### src/rtl/wkt_pkg.sv
package wkt_pkg;
  // What the counter does in a given cycle
  typedef enum logic [2:0] {
    CA_HOLD   = 3'd0,
    CA_LOAD   = 3'd1,
    CA_DEC    = 3'd2,
    CA_RELOAD = 3'd3,
    CA_IDLE   = 3'd4
  } cnt_act_e;
endpackage

### src/rtl/wkt_ctrl_regs.sv
module wkt_ctrl_regs #(
  parameter int CNT_W = 16
) (
  input  logic             clk,
  input  logic             rst_n,
  input  logic             ivl_wr,
  input  logic [CNT_W-1:0] ivl_wdata,
  input  logic             en_wr,
  input  logic             en_wdata,
  output logic [CNT_W-1:0] reload_q,
  output logic             en_q,
  output logic             start,
  output logic [CNT_W-1:0] load_val
);
  // A start is the 0 -> 1 transition of the enable bit
  assign start    = en_wr && en_wdata && !en_q;
  assign load_val = ivl_wr ? ivl_wdata : reload_q;

  always_ff @(posedge clk or negedge rst_n) begin
    if (!rst_n) begin
      reload_q <= '0;
      en_q     <= 1'b0;
    end else begin
      if (ivl_wr) reload_q <= ivl_wdata;
      if (en_wr)  en_q     <= en_wdata;
    end
  end


  ivl_store_chk: assert property (@(posedge clk) disable iff (!rst_n)
    ivl_wr |=> reload_q == $past(ivl_wdata));


  en_off_chk: assert property (@(posedge clk) disable iff (!rst_n)
    (en_wr && !en_wdata) |=> !en_q);
endmodule

### src/rtl/wkt_down_counter.sv
module wkt_down_counter
  import wkt_pkg::*;
#(
  parameter int CNT_W = 16
) (
  input  logic             clk,
  input  logic             rst_n,
  input  logic             start,
  input  logic             en_q,
  input  logic             tick,
  input  logic [CNT_W-1:0] load_val,
  input  logic [CNT_W-1:0] reload_val,
  output logic [CNT_W-1:0] count_q,
  output logic             expire
);
  localparam logic [CNT_W-1:0] ONE = CNT_W'(1);

  cnt_act_e         act;
  logic [CNT_W-1:0] count_d;

  // Priority: start, then stopped, then idle at zero, then tick
  function automatic cnt_act_e pick_act(input logic st, input logic en,
                                        input logic tk,
                                        input logic [CNT_W-1:0] c);
    if (st)             return CA_LOAD;
    else if (!en)       return CA_HOLD;
    else if (c == '0)   return CA_IDLE;
    else if (!tk)       return CA_HOLD;
    else if (c == ONE)  return CA_RELOAD;
    else                return CA_DEC;
  endfunction

  function automatic logic [CNT_W-1:0] next_count(input cnt_act_e a,
                                                  input logic [CNT_W-1:0] c,
                                                  input logic [CNT_W-1:0] ld,
                                                  input logic [CNT_W-1:0] rl);
    case (a)
      CA_LOAD:   return ld;
      CA_DEC:    return c - ONE;
      CA_RELOAD: return rl;
      default:   return c;
    endcase
  endfunction

  always_comb begin
    act     = pick_act(start, en_q, tick, count_q);
    count_d = next_count(act, count_q, load_val, reload_val);
    expire  = (act == CA_RELOAD);
  end

  always_ff @(posedge clk or negedge rst_n) begin
    if (!rst_n) count_q <= '0;
    else        count_q <= count_d;
  end


  no_tick_hold_chk: assert property (@(posedge clk) disable iff (!rst_n)
    (en_q && !start && !tick) |=> $stable(count_q));


  tick_dec_chk: assert property (@(posedge clk) disable iff (!rst_n)
    (en_q && !start && tick && count_q > ONE) |=> count_q == $past(count_q) - ONE);


  off_freeze_chk: assert property (@(posedge clk) disable iff (!rst_n)
    (!en_q && !start) |=> $stable(count_q));


  zero_idle_chk: assert property (@(posedge clk) disable iff (!rst_n)
    (count_q == '0 && !start) |=> (count_q == '0 && !$past(expire)));


  refill_chk: assert property (@(posedge clk) disable iff (!rst_n)
    expire |=> count_q == $past(reload_val));


  start_load_chk: assert property (@(posedge clk) disable iff (!rst_n)
    start |=> count_q == $past(load_val));
endmodule

### src/rtl/wkt_irq_flag.sv
module wkt_irq_flag (
  input  logic clk,
  input  logic rst_n,
  input  logic set_i,
  input  logic flag_wr,
  input  logic flag_wdata,
  output logic flag_q
);
  logic clr;

  // Only a written 0 clears; an expiry in the same cycle wins
  assign clr = flag_wr && !flag_wdata;

  always_ff @(posedge clk or negedge rst_n) begin
    if (!rst_n)     flag_q <= 1'b0;
    else if (set_i) flag_q <= 1'b1;
    else if (clr)   flag_q <= 1'b0;
  end


  flag_sticky_chk: assert property (@(posedge clk) disable iff (!rst_n)
    (flag_q && !clr) |=> flag_q);


  flag_set_chk: assert property (@(posedge clk) disable iff (!rst_n)
    set_i |=> flag_q);


  flag_clr_chk: assert property (@(posedge clk) disable iff (!rst_n)
    (clr && !set_i) |=> !flag_q);
endmodule

### src/rtl/wake_timer.sv
module wake_timer #(
  parameter int CNT_W = 16
) (
  input  logic             clk,
  input  logic             rst_n,
  input  logic             ring_tick,
  input  logic             stop_mode,
  input  logic             ivl_wr,
  input  logic [CNT_W-1:0] ivl_wdata,
  input  logic             en_wr,
  input  logic             en_wdata,
  input  logic             flag_wr,
  input  logic             flag_wdata,
  output logic             irq_flag,
  output logic             wake_req,
  output logic [CNT_W-1:0] count_val,
  output logic             enabled
);
  logic [CNT_W-1:0] reload_q;
  logic [CNT_W-1:0] load_val;
  logic             en_q;
  logic             start;
  logic             expire;

  wkt_ctrl_regs #(.CNT_W(CNT_W)) u_regs (
    .clk       (clk),
    .rst_n     (rst_n),
    .ivl_wr    (ivl_wr),
    .ivl_wdata (ivl_wdata),
    .en_wr     (en_wr),
    .en_wdata  (en_wdata),
    .reload_q  (reload_q),
    .en_q      (en_q),
    .start     (start),
    .load_val  (load_val)
  );

  wkt_down_counter #(.CNT_W(CNT_W)) u_cnt (
    .clk        (clk),
    .rst_n      (rst_n),
    .start      (start),
    .en_q       (en_q),
    .tick       (ring_tick),
    .load_val   (load_val),
    .reload_val (reload_q),
    .count_q    (count_val),
    .expire     (expire)
  );

  wkt_irq_flag u_flag (
    .clk        (clk),
    .rst_n      (rst_n),
    .set_i      (expire),
    .flag_wr    (flag_wr),
    .flag_wdata (flag_wdata),
    .flag_q     (irq_flag)
  );

  // Counting ignores stop mode; only the wake request looks at it
  assign wake_req = irq_flag && stop_mode;
  assign enabled  = en_q;


  no_restart_chk: assert property (@(posedge clk) disable iff (!rst_n)
    (en_q && en_wr && en_wdata && !ring_tick && !expire) |=> $stable(count_val));
endmodule

### config.mk
export PLATFORM = sky130hd
export DESIGN_NAME = wake_timer
export DESIGN_NICKNAME = d
export VERILOG_FILES = /design/src/rtl/wkt_pkg.sv /design/src/rtl/wkt_ctrl_regs.sv /design/src/rtl/wkt_down_counter.sv /design/src/rtl/wkt_irq_flag.sv /design/src/rtl/wake_timer.sv
export SDC_FILE = /design/constraint.sdc
export NUM_CORES = 1
export LEC_CHECK = 0
export ABC_AREA = 1
export BUFFER_PORTS_ARGS = -buffer_cell sky130_fd_sc_hd__buf_2
export CELL_PAD_IN_SITES_DETAIL_PLACEMENT = 1
export CELL_PAD_IN_SITES_GLOBAL_PLACEMENT = 2
export CORE_UTILIZATION = 30
export DETAILED_ROUTE_END_ITERATION = 7
export PLACE_DENSITY_LB_ADDON = 0.1
export SYNTH_ARGS = -nofsm -noshare
export SYNTH_HDL_FRONTEND = slang
export SYNTH_SLANG_ARGS = --single-unit
### constraint.sdc
create_clock -name clk -period 2 [get_ports clk]
set_input_delay 0.1 -clock clk [delete_from_list [all_inputs] [get_ports clk]]
set_output_delay 0.1 -clock clk [all_outputs]
set_load 0.02 [all_outputs]
# After elaboration in Yosys (flattened, before gate mapping)
# Index checks and enable logic that the tools add are counted.
[word_totals]
reg_bits = 34
input_bits = 25
output_inout_bits = 19
wordCells = 27
[op_classes]
eq_ne = 4
n_reduce_logical = 9
add_sub_neg = 1
n_mux = 9
[op_table]
columns = ["cell", "count"]
rows = [
  ["16-bit one-hot mux with 3 select lines", 1],
  ["16-bit by 1-bit equality test with 1-bit output (second input constant)", 1],
  ["16-bit zero test", 1],
  ["16-bit two-way mux", 1],
  ["16-bit by 1-bit subtractor with 16-bit output (second input constant)", 1],
  ["3-bit two-way mux", 4],
  ["3-bit by 2-bit equality test with 1-bit output (second input constant)", 2],
  ["1-bit logical AND", 4],
  ["3-bit by 1-bit equality test with 1-bit output (second input constant)", 1],
  ["1-bit two-way mux", 3],
  ["3-bit nonzero test", 1],
  ["1-bit zero test", 2],
  ["2-bit nonzero test", 1],
]

# Depth between registers and ports, before layout
[depth]
depth_word = 8
depth_mapped = 12
mapped_depth_nobuf = 12

# Hierarchy
# From an unflattened synthesis, not the netlist that was laid out.
[unflattened]
hier_cells = 311
area_unflattened_um2 = 2252.2
[modules_own_cells]
columns = ["module", "n_inst", "area_per_inst_um2", "cells_each", "seq_area_each_um2"]
rows = [
  ["wkt_down_counter", 1, 1512.7, 229, 400.4],
  ["wkt_ctrl_regs", 1, 688.2, 74, 425.4],
  ["wkt_irq_flag", 1, 43.8, 6, 25.0],
  ["wake_timer", 1, 7.5, 2, 0.0],
]

# Worst setup path after synthesis
# Ideal clock, no wire load.
[synth_path]
path_kind = "flip-flop to flip-flop"
start = "register u_cnt.count_q[0]"
end = "register u_cnt.count_q[8]"
setup_slack_ns = 0.352
t_arrival_ns = 1.523
period_less_slack_ns = 1.648
required_ns = 1.874
path_stages_with_launch = 11
n_path_buf = 1
setup_ns = 0.126
path_cell_list = "dfrtp_1 -> inv_1 -> ha_1 -> nand2_1 -> nor2_1 -> nand2_2 -> nand2_4 -> nand3_4 -> buf_4 -> nor2_1 -> a21oi_1"
[synth_between]
elab_chain_len = 8
word_cells_on_any_way = 13
cone_classes = "add/sub: 1; eq/ne: 4; mux: 6; reduce/logical: 2"
[synth_lines]
columns = ["item", "line", "text"]
rows = [
  ["start, declared", "wkt_down_counter.sv:13", "output logic [CNT_W-1:0] count_q,"],
  ["start signal, assigned", "wkt_down_counter.sv:53", "else count_q <= count_d;"],
  ["16-bit by 1-bit equality test with 1-bit output", "wkt_down_counter.sv:29", "else if (c == ONE) return CA_RELOAD;"],
  ["1-bit two-way mux", "wkt_down_counter.sv:29", ""],
  ["3-bit two-way mux", "wkt_down_counter.sv:28", "else if (!tk) return CA_HOLD;"],
  ["3-bit two-way mux", "wkt_down_counter.sv:27", "else if (c == '0) return CA_IDLE;"],
  ["3-bit two-way mux", "wkt_down_counter.sv:26", "else if (!en) return CA_HOLD;"],
  ["3-bit two-way mux", "wkt_down_counter.sv:25", "if (st) return CA_LOAD;"],
  ["3-bit by 2-bit equality test with 1-bit output or 3-bit by 1-bit equality test with 1-bit output (tied branches)", "wkt_down_counter.sv:37", "case (a)"],
  ["16-bit one-hot mux with 3 select lines or 3-bit nonzero test (tied branches)", "-", ""],
]
# Several ways; a longest one is shown, not always the timed one.
# A chain may end at the register's enable or synchronous reset.

# Final worst setup path
[layout_path]
start = "register u_cnt.count_q[8]"
end = "register u_cnt.count_q[1]"
[layout_between]
elab_chain_len = 8
word_cells_on_any_way = 12
cone_classes = "eq/ne: 4; mux: 6; reduce/logical: 2"
[layout_lines]
columns = ["item", "line"]
rows = [
  ["16-bit by 1-bit equality test with 1-bit output", "wkt_down_counter.sv:29"],
  ["1-bit two-way mux", "wkt_down_counter.sv:29"],
  ["3-bit two-way mux", "wkt_down_counter.sv:28"],
  ["3-bit two-way mux (*)", "wkt_down_counter.sv:27"],
  ["3-bit two-way mux (*)", "wkt_down_counter.sv:26"],
  ["3-bit two-way mux (*)", "wkt_down_counter.sv:25"],
  ["3-bit by 2-bit equality test with 1-bit output or 3-bit by 1-bit equality test with 1-bit output (tied branches)", "wkt_down_counter.sv:37"],
  ["16-bit one-hot mux with 3 select lines or 3-bit nonzero test (tied branches)", "-"],
]
# Mark *: on every way between the ends. The rest lies on a longest branch, timed or not.

==> out/qor.txt <==
Starting utilization of the core area - 31.2%
Cell count after synthesis - 295
Number of violations reported at the end of detailed-routing iteration 0 - 55
Layout Skew - 0.00463 ns
Synthesized netlist net count - 323
Setup crit start kind - flop
Clock slew at reported path FFs - 0.07 ns
Post-detailed-route DRC marker count - 0
Tightest Pin Transition - 0.822 ns
Path category of the worst min-delay check - input port to flop
Clock sink count - 34
Nets@finish - 383
Slew Limit Headroom - 45.2%
Largest fanout on the critical path - 14
Final instance count without filler cells - 451
Final Hold Fails - 0
Antenna diode count - 0
Floorplan die area - 7410 sq um
Type of the worst setup path - flop to flop
Number of antenna-violating nets in the routed design - 0
CTS tree - done
Count of yosys warnings during synthesis - 0
Largest area contributor in the synthesized netlist - dfrtp_1
Standby leakage power - 0.00135 uW
Inserted Clock Buffers - 5
Share of Yosys cell area claimed by the top area cell type - 40.1%
Detailed-route vias per instance - 4.45
Fraction of layout cells with a size suffix above 1 - 26.2%
Result of the run - finished clean
RSZ-0062 raised after global routing - no
Seq/Total Area, Yosys - 40.1%
Maximum resistive drop on vdd - 0.287 mV
Count of input and output buffers - 43
Die width - 86.1 um
RD Place Congestion - 0.787
Areal power density over the cells - 824 nW/um^2
Part of the cycle the worst path needs - 90.5%
Worst-skew pair later-pin latency - 0.29 ns
Dpl cells - 439
Post-synth cell types - 25
Half-perimeter wire length after placement - 4.49 mm
Vertical extent of the die - 86.1 um
Post-layout min period - 1.81 ns
CP required - 2.22 ns
Deepest clock path buffer count - 2
Highest Clock Rate - 553 MHz
Top Ports - 44
Count of state elements after synthesis - 34
Setup violation total in the final timing report - 0
Detail-routed net length per standard cell - 13.4 um
Total gr overflow - 0
Number of max-cap violations - 0
Root buf cell - clkbuf_8
Via count of the first global-routing pass - 2042
H-tree level count - 2
Mapped Avg Cell Area - 7.19 sq um
Initial antenna violation count - 0
Worst Setup Slack, final - 0.191 ns
Setup tns final - 0 ns
Floorplan row count - 30
CP Capture Type - flop
Final count of pins violating max slew - 0
Total power consumption of the routed design - 2180 uW
Worst endpoint data arrival time - 2.03 ns
Cells taking the most area after synthesis - dfrtp_1, nand2_1, inv_1
Cell area after synthesis - 2120 sq um
Pre-antenna DRT Iters - 4
Largest net degree at the start of global routing - 35
Global-route wire length before repair - 10.2 mm
Total routing resource utilization after global routing - 18.0%
Synthesis-to-layout area growth - 24.5%
Filler Cells Inserted - 886
WL final - 6.05 mm
Total vias in the final route - 2009
Worst slack at placement - 0.0617 ns
Core Footprint - 6790 sq um
-- final timing paths --
| kind | from | endpoint | slack [ns] | depth (start not counted) |
|---|---|---|---|---|
| max | u_cnt.count_q[8] | u_cnt.count_q[1] | 0.19 | 10 |
| min | en_wr | u_regs.en_q | 0.01 | 2 |
| max reg2reg | u_cnt.count_q[8] | u_cnt.count_q[1] | 0.19 | 10 |
| min reg2reg | u_regs.reload_q[14] | u_regs.reload_q[14] | 0.53 | 1 |
| max in group asynchronous | rst_n | u_cnt.count_q[1] | 1.03 | 2 |
| min in group asynchronous | rst_n | u_cnt.count_q[15] | 0.44 | 2 |
-- flip-flops by register name, indices dropped and copies added (netlist names) --
name,count
u_cnt.count_q,16
u_flag.flag_q,1
u_regs.en_q,1
u_regs.reload_q,16
-- where the power goes --
part	leakage [uW]	internal [uW]	total, uW	switching [uW]
logic	0.000906	293	797	504
registers	0.000398	797	877	80.5
clock network	0.0000438	234	503	269
-- layout by cell type, fill, tap and decap left out, types with 8 or more instances in the layout --
master | netlist | layout
o21ai_0 | 31 | 31
inv_1 | 43 | 41
buf_4 | 2 | 13
nor2_1 | 39 | 39
a21oi_1 | 12 | 12
nand2_1 | 78 | 78
dfrtp_1 | 34 | 34
xor2_1 | 8 | 8
buf_2 | 0 | 43
nand3_1 | 8 | 8
-- area by class of cell --
cell class / count / area (sq um) / share of cell area [%]
Multi-Input combinational cell: 209 / 1050 / 39.7
Tap cell: 96 / 120 / 4.55
Sequential cell: 34 / 851 / 32.2
Clock inverter: 2 / 10.0 / 0.379
Timing Repair Buffer: 60 / 374 / 14.2
Clock buffer: 5 / 68.8 / 2.61
Inverter: 45 / 169 / 6.40
-- synth_stat cells (all sizes together) --
cell type and number:
dfrtp 34, nor3 2, nand2 83, ha 3, o21ai 40, xor2 8
nand4 2, a21oi 15, nand3 10, buf 4, mux2 2, nor2 44
clkbuf 3, inv 45
-- timing repair --
item | CTS | global route
endpoints found under the hold margin | 34 | 0
setup buffers | 0 | 4
endpoints found under the setup margin | 0 | 14
resized for setup | 0 | 3
hold buffers | 1 | 0
-- cells by family after synthesis --
group | share of synthesized area, %
DFF | 40.1
buffers and inverters | 10.4
muxes | 1.06
and+or+nand+nor | 28.7
adders and majority gates | 1.77
xor gates and xnor gates | 3.30
AOI/OAI and AO/OA | 14.6
-- through the flow --
| stage | hold WS [ns] | area [sq um] | utilization (%) |
|---|---|---|---|
| floorplan | -0.196 | 2120 | - |
| CTS | 0.0117 | 2590 | 38.2 |
| global route | 0.0320 | 2640 | 38.9 |
| detailed placement | 0.263 | 2510 | 36.9 |
| finish | 0.0120 | 2640 | 38.9 |
| global placement | 0.254 | 2510 | 36.9 |
-- critical path, cell delays in order, from the launching register on --
cell and delay [ns]:
dfrtp_1 0.44, nor2_2 0.22, nand2_2 0.11, nor2_4 0.18, nand2_2 0.08, nand2_4 0.14
buf_6 0.18, nand2_1 0.06, o21ai_0 0.12, nor2_1 0.08, a21oi_1 0.11
-- per-layer routing --
layer,vias to the layer above,wire length [um],global-route usage (%)
met4,0,75,5.45
met3,6,190,3.08
met5,-,0,0
met1,931,3120,25.2
li1,1037,-,-
met2,35,2670,28.2
Power figures use the tool's default switching activity.
